### src/rtl/cache_tag_pkg.sv
package cache_tag_pkg;
  // Associativity is fixed at four: the recency stack holds 2-bit way numbers.
  localparam int WAYS  = 4;
  localparam int WAY_W = 2;

  typedef logic [WAY_W-1:0] way_t;

  typedef enum logic {
    ST_IDLE  = 1'b0,
    ST_CHECK = 1'b1
  } ctl_state_e;
endpackage

### src/rtl/cache_tag_store.sv
module cache_tag_store
  import cache_tag_pkg::*;
#(
  parameter int SET_W     = 2,
  parameter int TAG_W     = 22,
  parameter int SUB_W     = 2,
  parameter bit HAS_DIRTY = 1'b1
) (
  input  logic                             clk,
  input  logic                             rst_n,
  input  logic [SET_W-1:0]                 set_idx,
  output logic [WAYS-1:0][TAG_W-1:0]       rd_tag,
  output logic [WAYS-1:0][(1<<SUB_W)-1:0]  rd_pres,
  output logic [WAYS-1:0][(1<<SUB_W)-1:0]  rd_dirty,
  input  logic                             fill_en,
  input  logic                             fill_alloc,
  input  way_t                             fill_way,
  input  logic [TAG_W-1:0]                 fill_tag,
  input  logic [SUB_W-1:0]                 fill_sub,
  input  logic                             mark_en,
  input  way_t                             mark_way,
  input  logic [SUB_W-1:0]                 mark_sub
);
  localparam int SETS = 1 << SET_W;
  localparam int SUBS = 1 << SUB_W;

  logic [TAG_W-1:0] tag_q  [SETS][WAYS];
  logic [SUBS-1:0]  pres_q [SETS][WAYS];

  always_ff @(posedge clk or negedge rst_n) begin
    if (!rst_n) begin
      for (int s = 0; s < SETS; s++) begin
        for (int w = 0; w < WAYS; w++) begin
          tag_q[s][w]  <= '0;
          pres_q[s][w] <= '0;
        end
      end
    end else if (fill_en) begin
      if (fill_alloc) begin
        tag_q[set_idx][fill_way]  <= fill_tag;
        pres_q[set_idx][fill_way] <= SUBS'(1) << fill_sub;
      end else begin
        pres_q[set_idx][fill_way][fill_sub] <= 1'b1;
      end
    end
  end

  always_comb begin
    for (int w = 0; w < WAYS; w++) begin
      rd_tag[w]  = tag_q[set_idx][w];
      rd_pres[w] = pres_q[set_idx][w];
    end
  end

  generate
    if (HAS_DIRTY) begin : g_dirty
      logic [SUBS-1:0] dirty_q [SETS][WAYS];

      always_ff @(posedge clk or negedge rst_n) begin
        if (!rst_n) begin
          for (int s = 0; s < SETS; s++) begin
            for (int w = 0; w < WAYS; w++) dirty_q[s][w] <= '0;
          end
        end else begin
          if (fill_en && fill_alloc) dirty_q[set_idx][fill_way] <= '0;
          if (mark_en) dirty_q[set_idx][mark_way][mark_sub] <= 1'b1;
        end
      end

      always_comb begin
        for (int w = 0; w < WAYS; w++) rd_dirty[w] = dirty_q[set_idx][w];
      end
    end else begin : g_nodirty
      logic unused_mark;
      assign unused_mark = ^{mark_en, mark_way, mark_sub};
      assign rd_dirty = '0;
    end
  endgenerate
endmodule

### src/rtl/cache_way_match.sv
module cache_way_match
  import cache_tag_pkg::*;
#(
  parameter int TAG_W = 22,
  parameter int SUB_W = 2
) (
  input  logic [WAYS-1:0][TAG_W-1:0]      tags,
  input  logic [WAYS-1:0][(1<<SUB_W)-1:0] pres,
  input  logic [TAG_W-1:0]                look_tag,
  input  logic [SUB_W-1:0]                look_sub,
  output logic                            tag_hit,
  output way_t                            hit_way,
  output logic                            sub_hit
);
  logic [WAYS-1:0] way_eq;

  generate
    for (genvar w = 0; w < WAYS; w++) begin : g_cmp
      assign way_eq[w] = (tags[w] == look_tag) && (|pres[w]);
    end
  endgenerate

  always_comb begin
    tag_hit = 1'b0;
    hit_way = '0;
    for (int w = 0; w < WAYS; w++) begin
      if (way_eq[w]) begin
        tag_hit = 1'b1;
        hit_way = way_t'(w);
      end
    end
    sub_hit = tag_hit && pres[hit_way][look_sub];
  end
endmodule

### src/rtl/cache_lru_stack.sv
module cache_lru_stack
  import cache_tag_pkg::*;
#(
  parameter int SET_W = 2
) (
  input  logic                                clk,
  input  logic                                rst_n,
  input  logic [SET_W-1:0]                    set_idx,
  input  logic                                touch_en,
  input  way_t                                touch_way,
  output way_t                                victim,
  output logic [(1<<SET_W)*WAYS*WAY_W-1:0]    lru_flat
);
  localparam int SETS = 1 << SET_W;

  logic [SETS-1:0][WAYS-1:0][WAY_W-1:0] all_stk;

  generate
    for (genvar g = 0; g < SETS; g++) begin : g_set
      logic [WAYS-1:0][WAY_W-1:0] stk_q;
      logic [WAYS-1:0][WAY_W-1:0] stk_nxt;
      way_t                       pos;
      logic                       hit_here;

      assign hit_here = touch_en && (set_idx == SET_W'(g));

      always_comb begin
        pos = '0;
        for (int i = 0; i < WAYS; i++) begin
          if (stk_q[i] == touch_way) pos = way_t'(i);
        end
        stk_nxt[0] = touch_way;
        for (int i = 1; i < WAYS; i++) begin
          stk_nxt[i] = (way_t'(i) <= pos) ? stk_q[i-1] : stk_q[i];
        end
      end

      always_ff @(posedge clk or negedge rst_n) begin
        if (!rst_n) begin
          for (int i = 0; i < WAYS; i++) stk_q[i] <= way_t'(i);
        end else if (hit_here) begin
          stk_q <= stk_nxt;
        end
      end

      assign all_stk[g] = stk_q;
    end
  endgenerate

  assign victim   = all_stk[set_idx][WAYS-1];
  assign lru_flat = all_stk;
endmodule

### src/rtl/cache_tag_ctrl.sv
module cache_tag_ctrl
  import cache_tag_pkg::*;
#(
  parameter int ADDR_W    = 32,
  parameter int SET_W     = 2,
  parameter int SUB_W     = 2,
  parameter int WORD_W    = 4,
  parameter int BYTE_W    = 2,
  parameter bit HAS_DIRTY = 1'b1
) (
  input  logic                                     clk,
  input  logic                                     rst_n,
  input  logic                                     req_valid,
  output logic                                     req_ready,
  input  logic [ADDR_W-1:0]                        req_addr,
  input  logic                                     req_write,
  output logic                                     rsp_valid,
  output logic                                     rsp_hit,
  output logic [WAY_W-1:0]                         rsp_way,
  output logic [SET_W+WAY_W+SUB_W+WORD_W+BYTE_W-1:0] rsp_ram_addr,
  output logic                                     fill_valid,
  input  logic                                     fill_ready,
  output logic [ADDR_W-WORD_W-BYTE_W-1:0]          fill_addr,
  output logic [WAY_W-1:0]                         fill_way,
  output logic [(1<<SUB_W)-1:0]                    fill_wb_mask,
  output logic [ADDR_W-SET_W-SUB_W-WORD_W-BYTE_W-1:0] fill_wb_tag
);
  localparam int OFF_W  = SUB_W + WORD_W + BYTE_W;
  localparam int TAG_W  = ADDR_W - SET_W - OFF_W;
  localparam int LINE_W = ADDR_W - WORD_W - BYTE_W;
  localparam int SUBS   = 1 << SUB_W;
  localparam int SETS   = 1 << SET_W;
  localparam int WB_W   = WORD_W + BYTE_W;

  ctl_state_e        state_q;
  logic [ADDR_W-1:0] addr_q;
  logic              wr_q;
  logic              filled_q;

  logic [TAG_W-1:0]  a_tag;
  logic [SET_W-1:0]  a_set;
  logic [SUB_W-1:0]  a_sub;
  logic [WB_W-1:0]   a_wb;

  assign a_tag = addr_q[ADDR_W-1 -: TAG_W];
  assign a_set = addr_q[OFF_W +: SET_W];
  assign a_sub = addr_q[WB_W +: SUB_W];
  assign a_wb  = addr_q[WB_W-1:0];

  logic [WAYS-1:0][TAG_W-1:0] rd_tag;
  logic [WAYS-1:0][SUBS-1:0]  rd_pres;
  logic [WAYS-1:0][SUBS-1:0]  rd_dirty;
  logic                       tag_hit;
  logic                       sub_hit;
  way_t                       hit_way;
  way_t                       victim;
  logic [SETS*WAYS*WAY_W-1:0] lru_flat;

  logic in_check;
  logic hit_now;
  logic fill_fire;
  logic mark_en;

  assign in_check  = (state_q == ST_CHECK);
  assign hit_now   = sub_hit;
  assign fill_fire = fill_valid && fill_ready;
  assign mark_en   = rsp_valid && wr_q;

  cache_tag_store #(
    .SET_W(SET_W), .TAG_W(TAG_W), .SUB_W(SUB_W), .HAS_DIRTY(HAS_DIRTY)
  ) u_store (
    .clk       (clk),
    .rst_n     (rst_n),
    .set_idx   (a_set),
    .rd_tag    (rd_tag),
    .rd_pres   (rd_pres),
    .rd_dirty  (rd_dirty),
    .fill_en   (fill_fire),
    .fill_alloc(!tag_hit),
    .fill_way  (fill_way),
    .fill_tag  (a_tag),
    .fill_sub  (a_sub),
    .mark_en   (mark_en),
    .mark_way  (hit_way),
    .mark_sub  (a_sub)
  );

  cache_way_match #(.TAG_W(TAG_W), .SUB_W(SUB_W)) u_match (
    .tags    (rd_tag),
    .pres    (rd_pres),
    .look_tag(a_tag),
    .look_sub(a_sub),
    .tag_hit (tag_hit),
    .hit_way (hit_way),
    .sub_hit (sub_hit)
  );

  cache_lru_stack #(.SET_W(SET_W)) u_lru (
    .clk      (clk),
    .rst_n    (rst_n),
    .set_idx  (a_set),
    .touch_en (rsp_valid),
    .touch_way(hit_way),
    .victim   (victim),
    .lru_flat (lru_flat)
  );

  // Request side
  assign req_ready = (state_q == ST_IDLE);

  // Completion side
  assign rsp_valid    = in_check && hit_now;
  assign rsp_hit      = !filled_q;
  assign rsp_way      = hit_way;
  assign rsp_ram_addr = {a_set, hit_way, a_sub, a_wb};

  // Fill side
  assign fill_valid   = in_check && !hit_now;
  assign fill_addr    = addr_q[ADDR_W-1:WB_W];
  assign fill_way     = tag_hit ? hit_way : victim;
  assign fill_wb_mask = (fill_valid && !tag_hit) ? rd_dirty[victim] : '0;
  assign fill_wb_tag  = rd_tag[victim];

  always_ff @(posedge clk or negedge rst_n) begin
    if (!rst_n) begin
      state_q  <= ST_IDLE;
      addr_q   <= '0;
      wr_q     <= 1'b0;
      filled_q <= 1'b0;
    end else begin
      unique case (state_q)
        ST_IDLE: begin
          if (req_valid) begin
            state_q  <= ST_CHECK;
            addr_q   <= req_addr;
            wr_q     <= req_write;
            filled_q <= 1'b0;
          end
        end
        ST_CHECK: begin
          if (hit_now)        state_q  <= ST_IDLE;
          else if (fill_ready) filled_q <= 1'b1;
        end
        default: state_q <= ST_IDLE;
      endcase
    end
  end
endmodule

### config.mk
export PLATFORM = sky130hd
export DESIGN_NAME = cache_tag_ctrl
export DESIGN_NICKNAME = d
export VERILOG_FILES = /design/src/rtl/cache_tag_pkg.sv /design/src/rtl/cache_tag_store.sv /design/src/rtl/cache_way_match.sv /design/src/rtl/cache_lru_stack.sv /design/src/rtl/cache_tag_ctrl.sv
export SDC_FILE = /design/constraint.sdc
export NUM_CORES = 1
export LEC_CHECK = 0
export BUFFER_PORTS_ARGS = -buffer_cell sky130_fd_sc_hd__buf_2
export CORE_UTILIZATION = 35
export DETAILED_ROUTE_END_ITERATION = 10
export HOLD_SLACK_MARGIN = 0.15
export PLACE_DENSITY = 0.59
export SETUP_SLACK_MARGIN = 0.1
export SLEW_MARGIN = 15
export SYNTH_ARGS = -nofsm -noshare
export SYNTH_HDL_FRONTEND = slang
export SYNTH_HIERARCHICAL = 1
export SYNTH_SLANG_ARGS = --single-unit
export TNS_END_PERCENT = 10
### constraint.sdc
create_clock -name clk -period 12.7 [get_ports clk]
set_input_delay 0 -clock clk [delete_from_list [all_inputs] [get_ports clk]]
set_output_delay 0 -clock clk [all_outputs]
set_load 0.005 [all_outputs]
* Yosys cells after proc, flatten, opt, wreduce, memory -nomap -nowiden
Index checks and enable logic that the tools add are counted.
** Operators by class
- $lt $le $gt $ge :: 23
- Shift operators :: 1
- Bitwise gates (word level) :: 9
- Muxes and demuxes :: 70
- Equal/unequal tests :: 22
- Reduce and logical (&&, ||, !) cells :: 42
** Operators with widths (number)
- 352-bit bitwise mux :: 1
- 88-bit 2-to-1 mux :: 3
- 64-bit 2-to-1 mux :: 3
- 88-bit binary-select mux with 2-bit select :: 1
- 88-bit demux with 2-bit select :: 1
- 64-bit OR :: 2
- 16-bit 2-to-1 mux :: 7
- 16-bit demux with 2-bit select :: 3
- 22-bit == test :: 4
- 64-bit AND :: 1
- 16-bit binary-select mux with 2-bit select :: 2
- 64-bit bitwise mux :: 1
- 64-bit NOT :: 1
- 22-bit binary-select mux with 2-bit select :: 1
- 22-bit demux with 2-bit select :: 1
- 22-bit 2-to-1 mux :: 2
- 2-bit AND reduction :: 14
- 4-bit demux with 2-bit select :: 3
- 2-bit == test :: 12
- 4-bit 2-to-1 mux :: 6
- 2-bit 2-to-1 mux :: 11
- 1-bit logical AND :: 19
- 4-bit binary-select mux with 2-bit select :: 2
- 8-bit binary-select mux with 2-bit select :: 1
- 21 further kinds :: 65
** Word-level totals
- Flip-flop bits (word level) :: 547
- Input port bits :: 37

* Depth between registers and ports, before layout
- Depth after elaboration :: 23
- Depth in mapped cells :: 18
- Mapped depth without buffers :: 13

* Cells and area by module
The synthesis kept the hierarchy.
** Modules (own cells, without submodules)
- cache_tag_store :: cells an instance 1283, instances 1, sequential area each 12011.5 µm², area each 20871.3 µm²
- cache_tag_ctrl :: cells an instance 132, instances 1, sequential area each 875.8 µm², area each 2064.5 µm²
- cache_lru_stack :: cells an instance 154, instances 1, sequential area each 820.8 µm², area each 1761.7 µm²
- cache_way_match :: cells an instance 177, instances 1, sequential area each 0.0 µm², area each 1411.4 µm²

* Worst setup path before layout
OpenSTA, ideal clock, no wires.
- Path type :: flip-flop to flip-flop
- Start point :: reg addr_q[8]
- End point :: reg u_store/tag_q[45] (netlist name)
- Arrival time :: 4370 ps
- Cell stages (with the launch flop) :: 18
- Path slack :: 8205 ps
- Required time :: 12575 ps
- Period minus slack after synthesis :: 4495 ps
- Cells stage by stage :: dfrtp_1 -> buf_2 -> buf_2 -> buf_4 -> mux4_2 -> or4_1 -> nand4_1 -> nor4_2 -> a41oi_1 -> a21bo_1 -> a32oi_1 -> a32oi_1 -> nor2b_1 -> and2_1 -> nand4b_1 -> nor2_1 -> buf_2 -> mux2_2
** RTL lines
- start, declared :: line cache_tag_ctrl.sv:36 : logic [ADDR_W-1:0] addr_q;
- start signal, assigned :: line cache_tag_ctrl.sv:135 : addr_q <= req_addr;
- end signal, assigned by index :: line cache_tag_store.sv:40 : tag_q[set_idx][fill_way] <= fill_tag;
- end, declared :: line cache_tag_store.sv:27 : logic [TAG_W-1:0] tag_q [SETS][WAYS];

==> results.md <==
* DR vias at 16,250
* Critical path peak fanout at 59
* Largest net degree at the start of global routing at 165
* Initial antenna violation count at 1
* Net switching power figure at 0.001774 W
* Longest Clk Path Bufs at 3
* Max Cap Viol at 0
* Clock root buffer: clkbuf_16
* Worst-Skew Late Latency at 640 ps
* Hpwl dp at 45,890 um
* Num CTS Buffers at 60
* Sw frac at 33.06%
* Num rows at 99
* Endpoints failing hold at 0
* Unique masters post-synth at 70
* Worst Max-Slew Pin Slew at 1120 ps
* Layout area overhead at 15.58%
* Most frequent cells in the layout: 529 x dfrtp_1, 389 x mux2_2, 144 x mux4_2
* Post-CTS Hold Buffers at 82
* Post-synth EDFFs at 0
* Clk slew on worst S/H paths at 60 ps
* Commonest non-fill, non-tap cell in the layout: dfrtp_1
* Period utilization at 56.26%
* Per-cell routed wire length at 24.96 um
* Final ANT Viol Nets at 0
* Reg area at 13,720 sq um
* Grt total ovfl at 0
* Hold Path Class: in2reg
* Reg2Reg Depth at 14
* Drt total wl at 72,540 um
* Final non-filler cell total at 2,906
* Critical path required time at 13,190 ps
* Die X-Extent at 275.1 um
* Worst hold path startpoint: req_addr[8]
* Maximum vdd drop at 0.1416 mV
* Leakage at 13.44 nW
* DRT iter0 DRCs at 1,288
* Number of diodes at 0
* Async SR Flop Fraction at 100.0%
* Sequential-to-total area share from yosys stat at 52.50%
* Number of nets in the layout at 1,940
* Pwr dens at 177.9 nW/um^2
* H-tree Lvls at 2
* Skew final at 46.44 ps
* Max Slew Vio Count at 0
* Max Freq at 140.0 MHz
* Slew HR at 25.05%
* Hold depth at 3
* Via density at 5.593
* RSZ-0062 raised after global routing: false
* Clock Power Share at 30.9%
* Outcome: finished, violations left
* Setup_tns at 0 ps
* DRC at 5
* Reg power frac at 41.6%
* Number of global-route vias before repair at 17,140
* Setup violators final at 0
* Top FF cell, synth: dfrtp_1
* Worst R2R Start: addr_q[9]$_DFFE_PN0P_
* Post-CTS setup buffer count at 0
* Period minus WS final at 7145 ps
* I/O Buffers at 108
* Hold Path Sink: addr_q[8]$_DFFE_PN0P_
* Post-synthesis cell area at 26,110 sq um
* I/O Pins at 109
* #FFs+latches synth at 547
* Die area at 75,690 sq um
* Gr usage total at 19.43%
* Comb power frac at 27.5%
* # resized after CTS at 0
* Mapped Cells at 1,746
* Critical Path End Type: register
* Failing checks: DRC
* Core Region at 73,330 sq um
* Hold_ws at 190.6 ps
* CP Class: reg2reg
* Worst r2r dst: u_store/tag_q[239]$_DFFE_PN0P_
* Cell Count Post-Placement at 2,718
* Share of the core filled with cells at 41.15%
* Share of cells above drive strength 1 at 42.48%
* Drt first pass iters at 8
* CTS Sinks at 547
* Reg2Reg Setup Slack at 5560 ps
* CTS tree: built
* YS warnings at 6
* Mapped Nets at 1,783
* First-pass GRT wire length at 111,300 um
* Startpoint type of the worst setup path: register
* Multi-input logic area at 11,710 sq um
* Die H at 275.1 um
* Initial core utilization at 35.60%
* Layout fillers at 6,815
* Pint at 0.003593 W
* Placer congestion estimate at 0.8993
* Avg Synthesized Cell Area at 14.95 sq um
* Arrival time at the worst endpoint at 7630 ps
-- worst max path at each step --
stage | endpoint | slack [ps] | cells past startpoint | start
after detailed placement | u_store/tag_q[44]$_DFFE_PN0P_ | 5600 | 12 | addr_q[8]$_DFFE_PN0P_
after CTS | u_store/tag_q[63]$_DFFE_PN0P_ | 5560 | 14 | addr_q[9]$_DFFE_PN0P_
after floorplan | u_store/tag_q[45]$_DFFE_PN0P_ | 8210 | 17 | addr_q[8]$_DFFE_PN0P_
after global placement | u_store/tag_q[337]$_DFFE_PN0P_ | 5640 | 14 | addr_q[8]$_DFFE_PN0P_
after global routing | u_store/tag_q[239]$_DFFE_PN0P_ | 5230 | 14 | addr_q[9]$_DFFE_PN0P_
final | u_store/tag_q[239]$_DFFE_PN0P_ | 5560 | 14 | addr_q[9]$_DFFE_PN0P_
-- metal layers --
| layer | up-vias | share of wire (%) | global-route usage, % |
|---|---|---|---|
| li1 | 6884 | - | - |
| met1 | 8794 | 44 | 26.58 |
| met2 | 467 | 49 | 31.80 |
| met3 | 109 | 4.8 | 2.959 |
| met4 | 0 | 2.8 | 5.830 |
| met5 | - | 0 | 0 |
-- sequential cells by signal, summed over array words and instances, names as in the netlist --
signal / flops
u_store/g_dirty.dirty_q: 64
in_check: 1
u_lru/lru_flat: 32
filled_q: 1
addr_q: 32
u_store/tag_q: 352
wr_q: 1
u_store/pres_q: 64
-- critical path, cell delays in order (launching register included) --
cell      delay (ps)
dfrtp_4         1020
buf_4            720
mux4_2           430
or4_1            630
nand4_1          120
nor2_1           110
and2_4           190
nand2b_2         600
o21ai_2          300
a32oi_1          220
nor2b_1          260
and2_1           440
nand4b_1         500
nor2_4           960
mux2_2           410
-- through the flow --
stage / setup slack, ps / total power [W] / cell area (sq um)
finish: 5555 / 0.005368 / 30180
CTS: 5559 / 0.005433 / 30170
global route: 5226 / 0.005619 / 30180
detailed placement: 5600 / 0.003710 / 27470
floorplan: 8205 / 0.003106 / 26110
global placement: 5641 / 0.003682 / 27470
-- kinds of logic after synthesis --
kind of cell | count (synthesis) | share of synthesized area (%)
and+or+nand+nor | 209 | 4.577
xor gates and xnor gates | 112 | 3.843
DFF | 547 | 52.50
buffers and inverters | 134 | 2.909
muxes | 558 | 30.25
AOI/OAI and AO/OA | 186 | 5.914
-- cell type report --
cell class	count	share of cell area, %
sequential	547	45.45
multi-input combinational	1065	38.82
clock buffer	93	5.817
timing repair buffer	221	5.469
tap	959	3.976
clock inverter	13	0.3731
inverter	8	0.09951
-- synth_stat cells (9+ instances only) --
cell | instances | area, sq um
nand4_1 | 19 | 118.9
dfstp_2 | 16 | 420.4
a22o_1 | 88 | 770.7
buf_4 | 42 | 315.3
nand2_1 | 43 | 161.4
o2bb2ai_1 | 41 | 359.1
nor3_1 | 15 | 75.07
nand2b_1 | 10 | 62.56
o21ai_0 | 12 | 60.06
mux4_2 | 144 | 3243
nand3_1 | 9 | 45.04
nor2_1 | 38 | 142.6
o31ai_1 | 9 | 67.56
mux2_2 | 389 | 4380
dfrtp_1 | 531 | 13290
nor4_1 | 16 | 100.1
clkbuf_1 | 33 | 123.9
xor2_1 | 58 | 508.0
buf_2 | 42 | 210.2
mux2_1 | 16 | 180.2
xnor2_1 | 51 | 446.7
-- power by group through the flow --
stage	Clock (W)	Sequential, W	Combinational (W)
2_1_floorplan	0	0.00213	0.000980
3_3_place_gp	0	0.00224	0.00144
3_5_place_dp	0	0.00226	0.00145
4_1_cts	0.00171	0.00223	0.00150
5_1_grt	0.00177	0.00227	0.00158
6_report	0.00166	0.00223	0.00148
Note: power is estimated with default switching activity, not from simulation.
